## src/rtl/flash_stat_pkg.sv

```systemverilog
package flash_stat_pkg;

  localparam int DQ_W = 8;

  typedef enum logic [3:0] {
    S_IDLE   = 4'd0,
    S_PROG   = 4'd1,
    S_PSUSP  = 4'd2,
    S_EWIN   = 4'd3,
    S_ERASE  = 4'd4,
    S_ESUSP  = 4'd5,
    S_ESPROG = 4'd6,
    S_PERASE = 4'd7,
    S_FAIL   = 4'd8
  } fs_mode_t;

  // status word while a program is busy
  function automatic logic [DQ_W-1:0] prog_word(input logic d7, input logic t6);
    return {~d7, t6, 1'b0, 1'b0, 1'b0, 1'b1, 2'b00};
  endfunction

  // status word while an erase is in window, running, failed or guarded
  function automatic logic [DQ_W-1:0] erase_word(input logic t6, input logic tmo,
                                                 input logic started, input logic t2);
    return {1'b0, t6, tmo, 1'b0, started, t2, 2'b00};
  endfunction

  // status word for a read of a suspended erase sector
  function automatic logic [DQ_W-1:0] esusp_word(input logic t2);
    return {1'b1, 1'b1, 1'b0, 1'b0, 1'b0, t2, 2'b00};
  endfunction

endpackage

```

## src/rtl/fst_ctrl.sv

```systemverilog
module fst_ctrl
  import flash_stat_pkg::*;
#(
  parameter int NUM_SECT           = 8,
  parameter int SECT_W             = 3,
  parameter int CNT_W              = 24,
  parameter int PROG_CYC           = 300,
  parameter int PROG_PROT_CYC      = 50,
  parameter int ACCEPT_CYC         = 2500,
  parameter int ERASE_CYC_PER_SECT = 50000,
  parameter int ERASE_PROT_CYC     = 20000,
  parameter int ERASE_TMO_CYC      = 400000
) (
  input  logic                clk,
  input  logic                rst_n,
  input  logic                prog_go,
  input  logic [SECT_W-1:0]   prog_sect,
  input  logic                prog_msb,
  input  logic                erase_go,
  input  logic [NUM_SECT-1:0] erase_sel,
  input  logic                susp_go,
  input  logic                resume_go,
  input  logic                abort_go,
  input  logic [NUM_SECT-1:0] sect_prot,
  output fs_mode_t            mode,
  output logic [NUM_SECT-1:0] esel,
  output logic                pd7
);

  localparam int NW = $clog2(NUM_SECT + 1);

  logic [CNT_W-1:0]    cnt;
  logic [CNT_W-1:0]    ecnt;
  logic [CNT_W-1:0]    el;
  logic [NUM_SECT-1:0] eff;
  logic [NW-1:0]       n_eff;
  logic                prog_prot;
  logic                prog_in_erase;
  logic [CNT_W-1:0]    prog_load;
  logic [CNT_W-1:0]    erase_load;
  logic                ev_tmo;

  assign eff           = erase_sel & ~sect_prot;
  assign prog_prot     = sect_prot[prog_sect];
  assign prog_in_erase = esel[prog_sect];
  assign prog_load     = prog_prot ? CNT_W'(PROG_PROT_CYC - 1) : CNT_W'(PROG_CYC - 1);

  always_comb begin
    n_eff = '0;
    for (int i = 0; i < NUM_SECT; i++) begin
      if (eff[i]) n_eff = n_eff + NW'(1);
    end
  end

  assign erase_load = CNT_W'(ERASE_CYC_PER_SECT) * CNT_W'(n_eff) - CNT_W'(1);

  // erase phase reaches its limit with work still left
  assign ev_tmo = (el == CNT_W'(ERASE_TMO_CYC - 1)) && (ecnt != '0);

  always_ff @(posedge clk) begin
    if (!rst_n) begin
      mode <= S_IDLE;
      cnt  <= '0;
      ecnt <= '0;
      el   <= '0;
      esel <= '0;
      pd7  <= 1'b0;
    end else begin
      unique case (mode)
        S_IDLE: begin
          if (prog_go) begin
            mode <= S_PROG;
            cnt  <= prog_load;
            pd7  <= prog_msb;
          end else if (erase_go) begin
            esel <= eff;
            el   <= '0;
            if (eff == '0) begin
              mode <= S_PERASE;
              cnt  <= CNT_W'(ERASE_PROT_CYC - 1);
            end else begin
              mode <= S_EWIN;
              cnt  <= CNT_W'(ACCEPT_CYC - 1);
              ecnt <= erase_load;
            end
          end
        end
        S_PROG: begin
          if (susp_go)          mode <= S_PSUSP;
          else if (cnt == '0)   mode <= S_IDLE;
          else                  cnt  <= cnt - CNT_W'(1);
        end
        S_PSUSP: begin
          if (resume_go) mode <= S_PROG;
        end
        S_EWIN: begin
          if (cnt == '0) mode <= S_ERASE;
          else           cnt  <= cnt - CNT_W'(1);
        end
        S_ERASE: begin
          if (susp_go) begin
            mode <= S_ESUSP;
          end else if (ev_tmo) begin
            mode <= S_FAIL;
          end else if (ecnt == '0) begin
            mode <= S_IDLE;
            esel <= '0;
          end else begin
            ecnt <= ecnt - CNT_W'(1);
            el   <= el + CNT_W'(1);
          end
        end
        S_ESUSP: begin
          if (resume_go) begin
            mode <= S_ERASE;
          end else if (prog_go && !prog_in_erase) begin
            mode <= S_ESPROG;
            cnt  <= prog_load;
            pd7  <= prog_msb;
          end
        end
        S_ESPROG: begin
          if (cnt == '0) mode <= S_ESUSP;
          else           cnt  <= cnt - CNT_W'(1);
        end
        S_PERASE: begin
          if (cnt == '0) mode <= S_IDLE;
          else           cnt  <= cnt - CNT_W'(1);
        end
        S_FAIL: begin
          if (abort_go) begin
            mode <= S_IDLE;
            esel <= '0;
          end
        end
        default: mode <= S_IDLE;
      endcase
    end
  end

endmodule

```

## src/rtl/fst_toggle.sv

```systemverilog
module fst_toggle #(
  parameter int LANES = 2
) (
  input  logic             clk,
  input  logic             rst_n,
  input  logic [LANES-1:0] adv,
  output logic [LANES-1:0] q
);

  for (genvar g = 0; g < LANES; g++) begin : g_lane
    always_ff @(posedge clk) begin
      if (!rst_n)      q[g] <= 1'b0;
      else if (adv[g]) q[g] <= ~q[g];
    end
  end

endmodule

```

## src/rtl/fst_rdmux.sv

```systemverilog
module fst_rdmux
  import flash_stat_pkg::*;
(
  input  logic            clk,
  input  logic            rst_n,
  input  logic            rd_en,
  input  fs_mode_t        mode,
  input  logic            hit,
  input  logic            pd7,
  input  logic            tog6,
  input  logic            tog2,
  input  logic [DQ_W-1:0] arr_data,
  output logic [DQ_W-1:0] rd_data,
  output logic            adv6,
  output logic            adv2
);

  logic [DQ_W-1:0] word;

  always_comb begin
    word = arr_data;
    adv6 = 1'b0;
    adv2 = 1'b0;
    unique case (mode)
      S_PROG, S_ESPROG: begin
        word = prog_word(pd7, tog6);
        adv6 = rd_en;
      end
      S_EWIN: begin
        word = erase_word(tog6, 1'b0, 1'b0, tog2);
        adv6 = rd_en;
        adv2 = rd_en & hit;
      end
      S_ERASE: begin
        word = erase_word(tog6, 1'b0, 1'b1, tog2);
        adv6 = rd_en;
        adv2 = rd_en & hit;
      end
      S_FAIL: begin
        word = erase_word(tog6, 1'b1, 1'b1, tog2);
        adv6 = rd_en;
        adv2 = rd_en & hit;
      end
      S_PERASE: begin
        word = erase_word(tog6, 1'b0, 1'b0, tog2);
        adv6 = rd_en;
      end
      S_ESUSP: begin
        if (hit) begin
          word = esusp_word(tog2);
          adv2 = rd_en;
        end
      end
      default: word = arr_data;
    endcase
  end

  always_ff @(posedge clk) begin
    if (!rst_n)     rd_data <= '0;
    else if (rd_en) rd_data <= word;
  end

endmodule

```

## src/rtl/flash_status_gen.sv

```systemverilog
module flash_status_gen
  import flash_stat_pkg::*;
#(
  parameter int NUM_SECT           = 8,
  parameter int ADDR_W             = 20,
  parameter int CNT_W              = 24,
  parameter int PROG_CYC           = 300,
  parameter int PROG_PROT_CYC      = 50,
  parameter int ACCEPT_CYC         = 2500,
  parameter int ERASE_CYC_PER_SECT = 50000,
  parameter int ERASE_PROT_CYC     = 20000,
  parameter int ERASE_TMO_CYC      = 400000
) (
  input  logic                clk,
  input  logic                rst_n,
  input  logic                prog_go,
  input  logic [ADDR_W-1:0]   prog_addr,
  input  logic [7:0]          prog_data,
  input  logic                erase_go,
  input  logic [NUM_SECT-1:0] erase_sel,
  input  logic                susp_go,
  input  logic                resume_go,
  input  logic                abort_go,
  input  logic [NUM_SECT-1:0] sect_prot,
  input  logic                rd_en,
  input  logic [ADDR_W-1:0]   rd_addr,
  input  logic [7:0]          arr_data,
  output logic [7:0]          rd_data
);

  localparam int SECT_W = $clog2(NUM_SECT);
  localparam int OFF_W  = ADDR_W - SECT_W;

  fs_mode_t            mode;
  logic [NUM_SECT-1:0] esel;
  logic                pd7;
  logic [SECT_W-1:0]   prog_sect;
  logic [SECT_W-1:0]   rd_sect;
  logic                prog_msb;
  logic [NUM_SECT-1:0] rd_onehot;
  logic                rd_hit;
  logic [1:0]          adv;
  logic [1:0]          tog;

  assign prog_sect = SECT_W'(prog_addr >> OFF_W);
  assign rd_sect   = SECT_W'(rd_addr >> OFF_W);
  assign prog_msb  = (prog_data & 8'h80) != 8'h00;

  for (genvar g = 0; g < NUM_SECT; g++) begin : g_dec
    assign rd_onehot[g] = (rd_sect == SECT_W'(g));
  end

  assign rd_hit = |(rd_onehot & esel);

  fst_ctrl #(
    .NUM_SECT(NUM_SECT), .SECT_W(SECT_W), .CNT_W(CNT_W),
    .PROG_CYC(PROG_CYC), .PROG_PROT_CYC(PROG_PROT_CYC),
    .ACCEPT_CYC(ACCEPT_CYC), .ERASE_CYC_PER_SECT(ERASE_CYC_PER_SECT),
    .ERASE_PROT_CYC(ERASE_PROT_CYC), .ERASE_TMO_CYC(ERASE_TMO_CYC)
  ) u_ctrl (
    .clk(clk), .rst_n(rst_n),
    .prog_go(prog_go), .prog_sect(prog_sect), .prog_msb(prog_msb),
    .erase_go(erase_go), .erase_sel(erase_sel),
    .susp_go(susp_go), .resume_go(resume_go), .abort_go(abort_go),
    .sect_prot(sect_prot),
    .mode(mode), .esel(esel), .pd7(pd7)
  );

  fst_toggle #(.LANES(2)) u_tog (
    .clk(clk), .rst_n(rst_n), .adv(adv), .q(tog)
  );

  fst_rdmux u_mux (
    .clk(clk), .rst_n(rst_n), .rd_en(rd_en), .mode(mode), .hit(rd_hit),
    .pd7(pd7), .tog6(tog[1]), .tog2(tog[0]), .arr_data(arr_data),
    .rd_data(rd_data), .adv6(adv[1]), .adv2(adv[0])
  );

endmodule

```

## config.mk

```make
export PLATFORM = sky130hd
export DESIGN_NAME = flash_status_gen
export DESIGN_NICKNAME = d
export VERILOG_FILES = /design/src/rtl/flash_stat_pkg.sv /design/src/rtl/fst_ctrl.sv /design/src/rtl/fst_toggle.sv /design/src/rtl/fst_rdmux.sv /design/src/rtl/flash_status_gen.sv
export SDC_FILE = /design/constraint.sdc
export NUM_CORES = 1
export LEC_CHECK = 0
export ABC_AREA = 0
export BUFFER_PORTS_ARGS = -buffer_cell sky130_fd_sc_hd__buf_2
export CAP_MARGIN = 20
export CELL_PAD_IN_SITES_DETAIL_PLACEMENT = 1
export CELL_PAD_IN_SITES_GLOBAL_PLACEMENT = 1
export CORE_ASPECT_RATIO = 2
export CORE_MARGIN = 2
export CORE_UTILIZATION = 45
export CTS_BUF_LIST = sky130_fd_sc_hd__clkbuf_4
export CTS_CLUSTER_SIZE = 28
export DETAILED_ROUTE_END_ITERATION = 6
export PLACE_DENSITY = 0.84
export SKIP_CTS_REPAIR_TIMING = 1
export SYNTH_ARGS = -nofsm -noshare
export SYNTH_HDL_FRONTEND = slang
export SYNTH_SLANG_ARGS = --single-unit
```

## constraint.sdc

```tcl
create_clock -name clk -period 17.6 [get_ports clk]
set_input_delay 0.88 -clock clk [delete_from_list [all_inputs] [get_ports clk]]
set_output_delay 0.88 -clock clk [all_outputs]
set_load 0.01 [all_outputs]
```

==> results of run 1 <==
==> cells by family after synthesis <==
kind of cell	after synthesis
adder cells (fa/ha/maj)	29
flip-flops	95
XOR/XNOR	74
AO/OA/AOI/OAI	220
AND/OR/NAND/NOR	403
buffers and inverters	77
multiplexers	24
==> flip-flops by register name (all words and copies together), names as in the netlist <==
name,cells
u_ctrl.mode,4
u_mux.rd_data,8
u_ctrl.pd7,1
u_ctrl.esel,8
u_ctrl.cnt,24
u_ctrl.ecnt,24
u_tog.q,2
u_ctrl.el,24
==> Yosys cell counts, drive strengths merged, types with 14 or more instances <==
master  number  area share, %
inv         24            1.3
nand2       79            4.2
nor4        23            2.4
nor2b       22            1.9
a21oi       46            3.3
mux2i       16            2.2
nand3       39            2.8
and3        14            1.2
nand2b      16            1.5
ha          29            5.1
xnor2       48            5.9
dfxtp       95             27
clkbuf      37            2.0
a21boi      18            1.9
xor2        23            2.8
nor2       102            5.4
buf         15            1.3
nor3        46            3.4
o21ai       69            4.8
==> worst min path at each step <==
stage                                              from                            end  slack [ps]
after floorplan             u_ctrl.ecnt[8]$_SDFFE_PN0P_    u_ctrl.ecnt[8]$_SDFFE_PN0P_         440
after global placement      u_ctrl.cnt[10]$_SDFFE_PN0P_    u_ctrl.cnt[10]$_SDFFE_PN0P_         450
after detailed placement    u_ctrl.ecnt[8]$_SDFFE_PN0P_    u_ctrl.ecnt[8]$_SDFFE_PN0P_         470
after CTS                   u_ctrl.ecnt[8]$_SDFFE_PN0P_    u_ctrl.ecnt[8]$_SDFFE_PN0P_         490
after global routing      u_mux.rd_data[1]$_SDFFE_PN0P_  u_mux.rd_data[1]$_SDFFE_PN0P_         530
final                       u_ctrl.ecnt[8]$_SDFFE_PN0P_    u_ctrl.ecnt[8]$_SDFFE_PN0P_         480
==> area by class of cell <==
type / count / area, um2 / share of cell area, %
antenna: 1 / 2.50 / 0.0333
clock buffer: 11 / 82.6 / 1.10
clock inverter: 5 / 25.0 / 0.333
inverter: 24 / 92.6 / 1.23
multi-input combinational: 750 / 4910 / 65.2
sequential: 95 / 1900 / 25.3
tap: 201 / 251 / 3.34
timing repair buffer: 50 / 260 / 3.46
==> power groups by stage <==
stage | Sequential (mW) | Combinational (mW) | Clock, mW
CTS | 0.326 | 0.727 | 0.110
detailed placement | 0.331 | 0.722 | 0
global placement | 0.326 | 0.690 | 0
finish | 0.328 | 0.723 | 0.107
global route | 0.336 | 0.818 | 0.119
floorplan | 0.306 | 0.589 | 0
==> stage by stage <==
step | hold WS, ps | util (%) | instances | setup slack (ps)
CTS | 486 | 48.2 | 1136 | 9840
finish | 480 | 48.2 | 1137 | 9830
global route | 527 | 48.2 | 1137 | 9050
detailed placement | 467 | 47.5 | 1120 | 9350
global placement | 454 | 47.5 | 1120 | 9550
floorplan | 437 | - | 922 | 10550
==> critical path, delay by kind of cell <==
kind	cells	cell delay, ps
xor gates and xnor gates	3	840
and+or+nand+nor	6	1030
adders and majority gates	7	2240
AOI/OAI and AO/OA	12	2770
buffers and inverters	3	390
==> layer usage <==
layer	vias up	GRT usage, %	part of all wire [%]
li1	3349	-	-
met2	113	41.8	51
met3	23	2.68	2.7
met4	0	7.59	1.7
met5	-	0	0
met1	3327	28.9	44
==> summary by stage, run 1 <==
Final layout
The filler cells instantiated in the layout total 1989. Leaving out fill and tap cells, the most frequent cells in the layout are sky130_fd_sc_hd__nor2_1, sky130_fd_sc_hd__dfxtp_1, sky130_fd_sc_hd__nand2_1. From synthesis to final layout, the design area changed by 5.42%. The library cell used most frequently in the layout, excluding fill and tap cells, is sky130_fd_sc_hd__nor2_1. The final standard cell area without fillers is ~7500 um2. The post-route netlist has 10.3% of its cells at a drive strength greater than 1. The number of nets in the finished design is slightly above 1000.

Drt
The count of nets left with antenna violations once routing finished came out at 0. The wire length reported by the detailed router is 19100 um. Dividing the detail-routed wire length by the instance count gives roughly 17 um. Using the TritonRoute via totals, the vias-per-cell ratio works out to about 6.0. Before antenna repair, the detailed router went through 4 iterations. The routed layout has just under 7000 vias. The total DRC errors in the routed layout is 0. In this run, the number of DRC markers left after iteration 0 of detailed routing was ~270.

Global route
The maximum number of pins on one net before global-route repair is slightly below 70. The global route total overflow is 0. Across every metal layer, demand over resource in global routing totals between 20% and 30%. The first global-routing pass estimated between 30000 and 40000 um of wire. The via count of the first global-routing pass is roughly 7200. The initial antenna violation count is 1.

Logic synthesis
Synthesis produced a netlist with a net count of between 1000 and 1500. The number of flip-flops and latches in the synthesized netlist is 95. The post-synthesis mux area share is under 10%. Of the total synthesized cell area, the portion taken by AND, OR, NAND and NOR gates is approximately 29%.

Of all flip-flops after synthesis, the portion carrying an async set or reset was 0%. The xor and xnor area share after synthesis is roughly 9.7%. Counting distinct cell types in the post-synthesis netlist gives 85. For this run, the register share of the synthesized area comes to between 20% and 30%. The total of warnings raised by yosys is 0. In this run the mean area of a mapped cell was approximately 7.7 um2. The largest family of logic cells by synthesized area is simple AND/OR/NAND/NOR gates. In this run the cell area of the synthesized design comes to a little over 7000 um2. Summing the areas of all compound-gate instances in the mapped netlist gives a little over 20% of the synthesized area.

The cell count after synthesis is roughly 920. The synthesized design contains 0 enable-type register cells. Summing the areas of all fa, ha and maj instances in the mapped netlist gives roughly 5.1% of the synthesized area. For this run, the leading register cell type out of synthesis is sky130_fd_sc_hd__dfxtp_1.

Setup path
The largest fanout of any net on the critical path is 8. By startpoint and endpoint, the worst setup path is classified as in -> reg. STA classifies the critical path endpoint as a register.

The peak per-stage delay on the critical path is 530 ps. The nature of the critical path startpoint is an input pin. The setup check on the worst reg-to-reg path leaves a slack of about 14000 ps. The cell that appears most often on the critical path is sky130_fd_sc_hd__ha_1.

The worst reg2reg path endpoint is u_ctrl.cnt[13]$_SDFFE_PN0P_. In this run the critical register-to-register path is launched from u_ctrl.cnt[0]$_SDFFE_PN0P_. STA puts the critical path data required time at ~18000 ps. At the worst endpoint, the arrival time is a little over 8000 ps.

In this run the worst setup path begins at sect_prot[0]. The number of cells on the worst reg-to-reg path is 10. The slowest stage of the critical path is the sky130_fd_sc_hd__o32ai_1 cell. The worst setup path endpoint is u_ctrl.ecnt[20]$_SDFFE_PN0P_.

Clock tree
The H-tree was split into 3 levels. The clock reaches the later pin of the worst-skew pair after 470 ps. The clock root buffer is sky130_fd_sc_hd__clkbuf_4. The TritonCTS sink count is 95. The TritonCTS clock tree is built. The longest clock path from root to sink contains 2 buffers. The clock transition at the registers of the reported paths is about 150 ps. Clock tree synthesis inserted a total of 9 buffers.

Floorplanning
The die covers approximately 17000 um2. The die is 93.1 um wide. The I/O pin count is between 80 and 90. The area of the core is about 16000 um2. In this run the core area contains 65 standard-cell rows. The overall die height is between 150 and 200 um. Once the floorplan was initialized, standard cells occupied between 40 and 50% of the core.

Power
The clock network burns around a tenth of the power. The power density over the cells is 154 nW/um2. VDD sags by at most 0.0759 mV. The standby leakage power is roughly 2.9 nW.

The total power of the final layout is between 1 and 1.5 mW. Net switching is between 50% and 60% of the power. Sequential cells burn between 20% and 30% of the power. The internal portion of the total power is 559 uW. The portion of total power attributed to combinational logic is 62.5%. The net switching component of the power is 599 uW.

Place
The placer's final routability congestion estimate is ~0.83. The placed wire-length estimate after detailed placement is 14200 um. Once placement finished, the instance area stood at approximately 7400 um2. The number of buffers inserted by port buffering is 46.

Min path
The worst hold path belongs to the class reg -> reg. Along the worst hold path, the cell count comes to 2.

Timing
The number of max-slew violations in the final report was 0. The final number of hold-violating endpoints is 0. Timing would allow up to roughly 0.13 GHz. The headroom to the max-slew limit is about a third. For the pin with the worst max-slew slack, the measured transition is a little under 1000 ps. Setup repair after global routing left no endpoint under its margin.

In the finished design, the share of the clock period the worst path needs comes to between 40% and 50%. Between clock sinks in the finished design, the worst skew comes to approximately 19 ps. The aggregate negative setup slack is 0 ps. The minimum clock period after layout is 7770 ps. Setup violations remaining at the end of the flow were counted as 0.

Run
Max-cap violations in this run came to 0.

Run status
The flow ran to the end, and the final reports show no timing, DRC or antenna violations.
Power figures use the tool's default switching activity.
==> run 2: changes to the inputs <==
- CORE_UTILIZATION: 45 -> 41
- PLACE_DENSITY: 0.84 -> 0.81
- clock period: 17.6 -> 6.8 ns (I/O delays scaled with it)
==> run 2 against run 1 <==
Against the previous run:
- via count increased by 4.0%
- core utilization decreased by 1.5 points
- clock power increased to 3.6 times the previous value
- cell area increased by 6.5%
- final cell count increased by 5.1%
- hold slack got worse by 360 ps
- routed wire length increased by 11%
- largest power group unchanged
- worst setup slack got worse by 9300 ps
==> summary by stage, run 2 (synthesis results as in run 1) <==
Timing
The actual slew at the worst max-slew pin was 1030 ps (+39.9 ps). The number of setup violations in the final report is 0 (unchanged). In the finished design, the share of the clock period the worst path needs comes to 92.7%. The final number of hold-violating endpoints is 0 (unchanged).

The number of max-slew violations in the final report is 0 (unchanged). The final clock skew is 14.8 ps (-4.70 ps). The headroom to the max-slew limit is 31.0% (-2.7 points). The aggregate negative setup slack came to 0 ps (unchanged).

The final hold slack is 117 ps (-363 ps). Counting I/O delays and the setup requirement, the final critical path takes ~6300 ps. Based on the critical path, the design can be clocked at up to 0.159 GHz.

Clock tree
The number of levels in the clock H-tree was 3 (unchanged). The clock root buffer is sky130_fd_sc_hd__clkbuf_4. The clock transition at the registers of the reported paths is 140 ps (about the same). The number of buffers created by CTS came to 9 (unchanged). The deepest clock path buffer count is 2 (unchanged). The TritonCTS sink count is 95 (unchanged). TritonCTS built the clock tree. The clock latency at the later pin of the worst-skew pair is 480 ps (about the same).

Setup path
The endpoint class of the critical path is a register. Broken down by cell family, the worst path's largest delay share belongs to adder cells. By instance count, the cell type seen most on the critical path is sky130_fd_sc_hd__ha_1. The largest fanout of any net on the critical path is 7 (-1). STA classifies the critical path startpoint as an input pin.

The worst setup path endpoint is u_ctrl.ecnt[19]$_SDFFE_PN0P_. The origin of the worst setup path is sect_prot[1]. The arrival time at the worst endpoint was 6680 ps (-1490 ps). The slowest cell on the critical path is sky130_fd_sc_hd__nor3_1. The critical setup path kind is in -> reg. The worst-case register-to-register setup slack came to 3300 ps (-10910 ps). The total stage count of the critical path is 34 (+9.7%). The sum of buffers and inverters on the critical path is 4 (+1). The number of cells on the worst reg-to-reg path is 9 (-1). In this run the critical register-to-register path is captured at u_ctrl.ecnt[17]$_SDFFE_PN0P_.

The peak per-stage delay on the critical path is 370 ps (-160 ps). The worst endpoint required time is 7170 ps (-10830 ps). In this run the critical register-to-register path is launched from u_ctrl.el[0]$_SDFFE_PN0P_.

Floorplanning
The die span in x is 97.3 um (+4.6%). The total die area was 18500 um2 (+9.4%). The number of core rows came to 68 (+4.6%). The I/O pin count came to 88 (unchanged).

The overall die height came to 191 um (+4.7%). The initial core utilization is 41.5% (-4.2 points). The area of the core is 17200 um2 (+10%).

Final layout
In the layout the commonest cells are sky130_fd_sc_hd__nor2_1, sky130_fd_sc_hd__dfxtp_1, sky130_fd_sc_hd__nand2_1. Leaving out fill and tap cells, the most frequent cell in the layout is sky130_fd_sc_hd__nor2_1. The number of nets in the finished design is 1088 (+4.7%). The final-layout fill cell count was 2243 (+13%). The fraction of final layout cells sized beyond drive strength 1 came to 15.7% (+5.4 points). The relative area change from synthesis to final layout is 12.3%. In the final layout, the registers with the most flip-flops are u_ctrl.cnt: 24 flops, u_ctrl.ecnt: 24 flops, u_ctrl.el: 24 flops.

Power
The maximum vdd drop is 0.171 mV (+130%). The total power of the final layout is 3.25 mW (+180%). The standby leakage power is 3.15 nW (+10%). The power density over the cells came to 405 nW/um2 (+160%).

Global route
The via count of the first global-routing pass was 7639 (+6.6%). The maximum number of pins on one net before global-route repair was 68 (unchanged). The global-route wire length before repair is 35900 um (+8.4%).

The global route total overflow is 0 (unchanged). The initial antenna violation count is 1 (unchanged). The overall routing resource usage is 23.1% (-0.26 points).

Drt
The wire length reported by the detailed router is 21300 um (+11%). The mean number of vias per cell is 5.93 (-1.1%). The average routed wire per standard cell is 17.8 um (+5.7%).

The remaining antenna violation count came to 0 (unchanged). The iteration-0 DRC count of the detailed router is 216 (-19%). The total DRC errors in the routed layout is 0 (unchanged).

The total via count after detailed routing is 7084 (+4.0%). The number of search-and-repair iterations in the first detailed-routing pass is 7 (+3).

Place
The placed wire-length estimate after detailed placement was 16400 um (+16%). The placer's final routability congestion estimate is 0.826 (-0.33%). The number of buffers inserted by port buffering is 46 (unchanged).

Min path
The min-delay analysis places its worst path in the category in -> reg.

Run status
The flow ran to the end, and the final reports show no timing, DRC or antenna violations.

Run
The count of maximum capacitance violations is 0 (unchanged).
run 2: routing by layer:
layer | track usage (%) | share of wire, %
met1 | 22.0 | 36
met2 | 48.0 | 59
met3 | 1.76 | 1.2
met4 | 11.9 | 3.9
met5 | 0 | 0
run 2: worst min-delay path by stage:
stage | slack (ps) | cells past startpoint | to | start
6_report | 120 | 3 | u_mux.rd_data[5]$_SDFFE_PN0P_ | arr_data[5]
5_1_grt | 140 | 3 | u_mux.rd_data[1]$_SDFFE_PN0P_ | arr_data[1]
4_1_cts | 110 | 3 | u_mux.rd_data[5]$_SDFFE_PN0P_ | arr_data[5]
3_5_place_dp | 470 | 2 | u_ctrl.ecnt[8]$_SDFFE_PN0P_ | u_ctrl.ecnt[8]$_SDFFE_PN0P_
3_3_place_gp | 460 | 2 | u_ctrl.ecnt[8]$_SDFFE_PN0P_ | u_ctrl.ecnt[8]$_SDFFE_PN0P_
2_1_floorplan | 440 | 2 | u_ctrl.ecnt[8]$_SDFFE_PN0P_ | u_ctrl.ecnt[8]$_SDFFE_PN0P_
run 2: layout make-up:
type	instances	area [um2]	share of cell area, %
Multi-Input combinational cell	750	4950	61.8
Sequential cell	95	1900	23.7
Timing Repair Buffer	99	628	7.83
Tap cell	210	263	3.28
Clock inverter	7	111	1.39
Inverter	24	92.6	1.15
Clock buffer	9	67.6	0.843
Antenna cell	1	2.50	0.0312
run 2: worst min-delay path: cells and delay by family:
family,cells,cell delay (ps)
buf+inv,1,100
compound gates,1,70
simple gates,1,50
run 2: report_power, final:
| group | total [mW] | internal [mW] | switching [mW] | leakage, nW |
|---|---|---|---|---|
| Sequential | 0.851 | 0.684 | 0.167 | 0.774 |
| Combinational | 2.01 | 0.768 | 1.25 | 2.28 |
| Clock | 0.384 | 0.184 | 0.201 | 0.0933 |
run 2: per-stage QoR:
step	std cells	setup slack (ps)	instance area (um2)	util (%)
after floorplan	922	294	7140	-
after global placement	1178	17.4	7790	45.4
after detailed placement	1178	-152	7790	45.4
after CTS	1194	297	7970	46.4
after global routing	1195	-25.0	8020	46.7
final	1195	494	8020	46.7
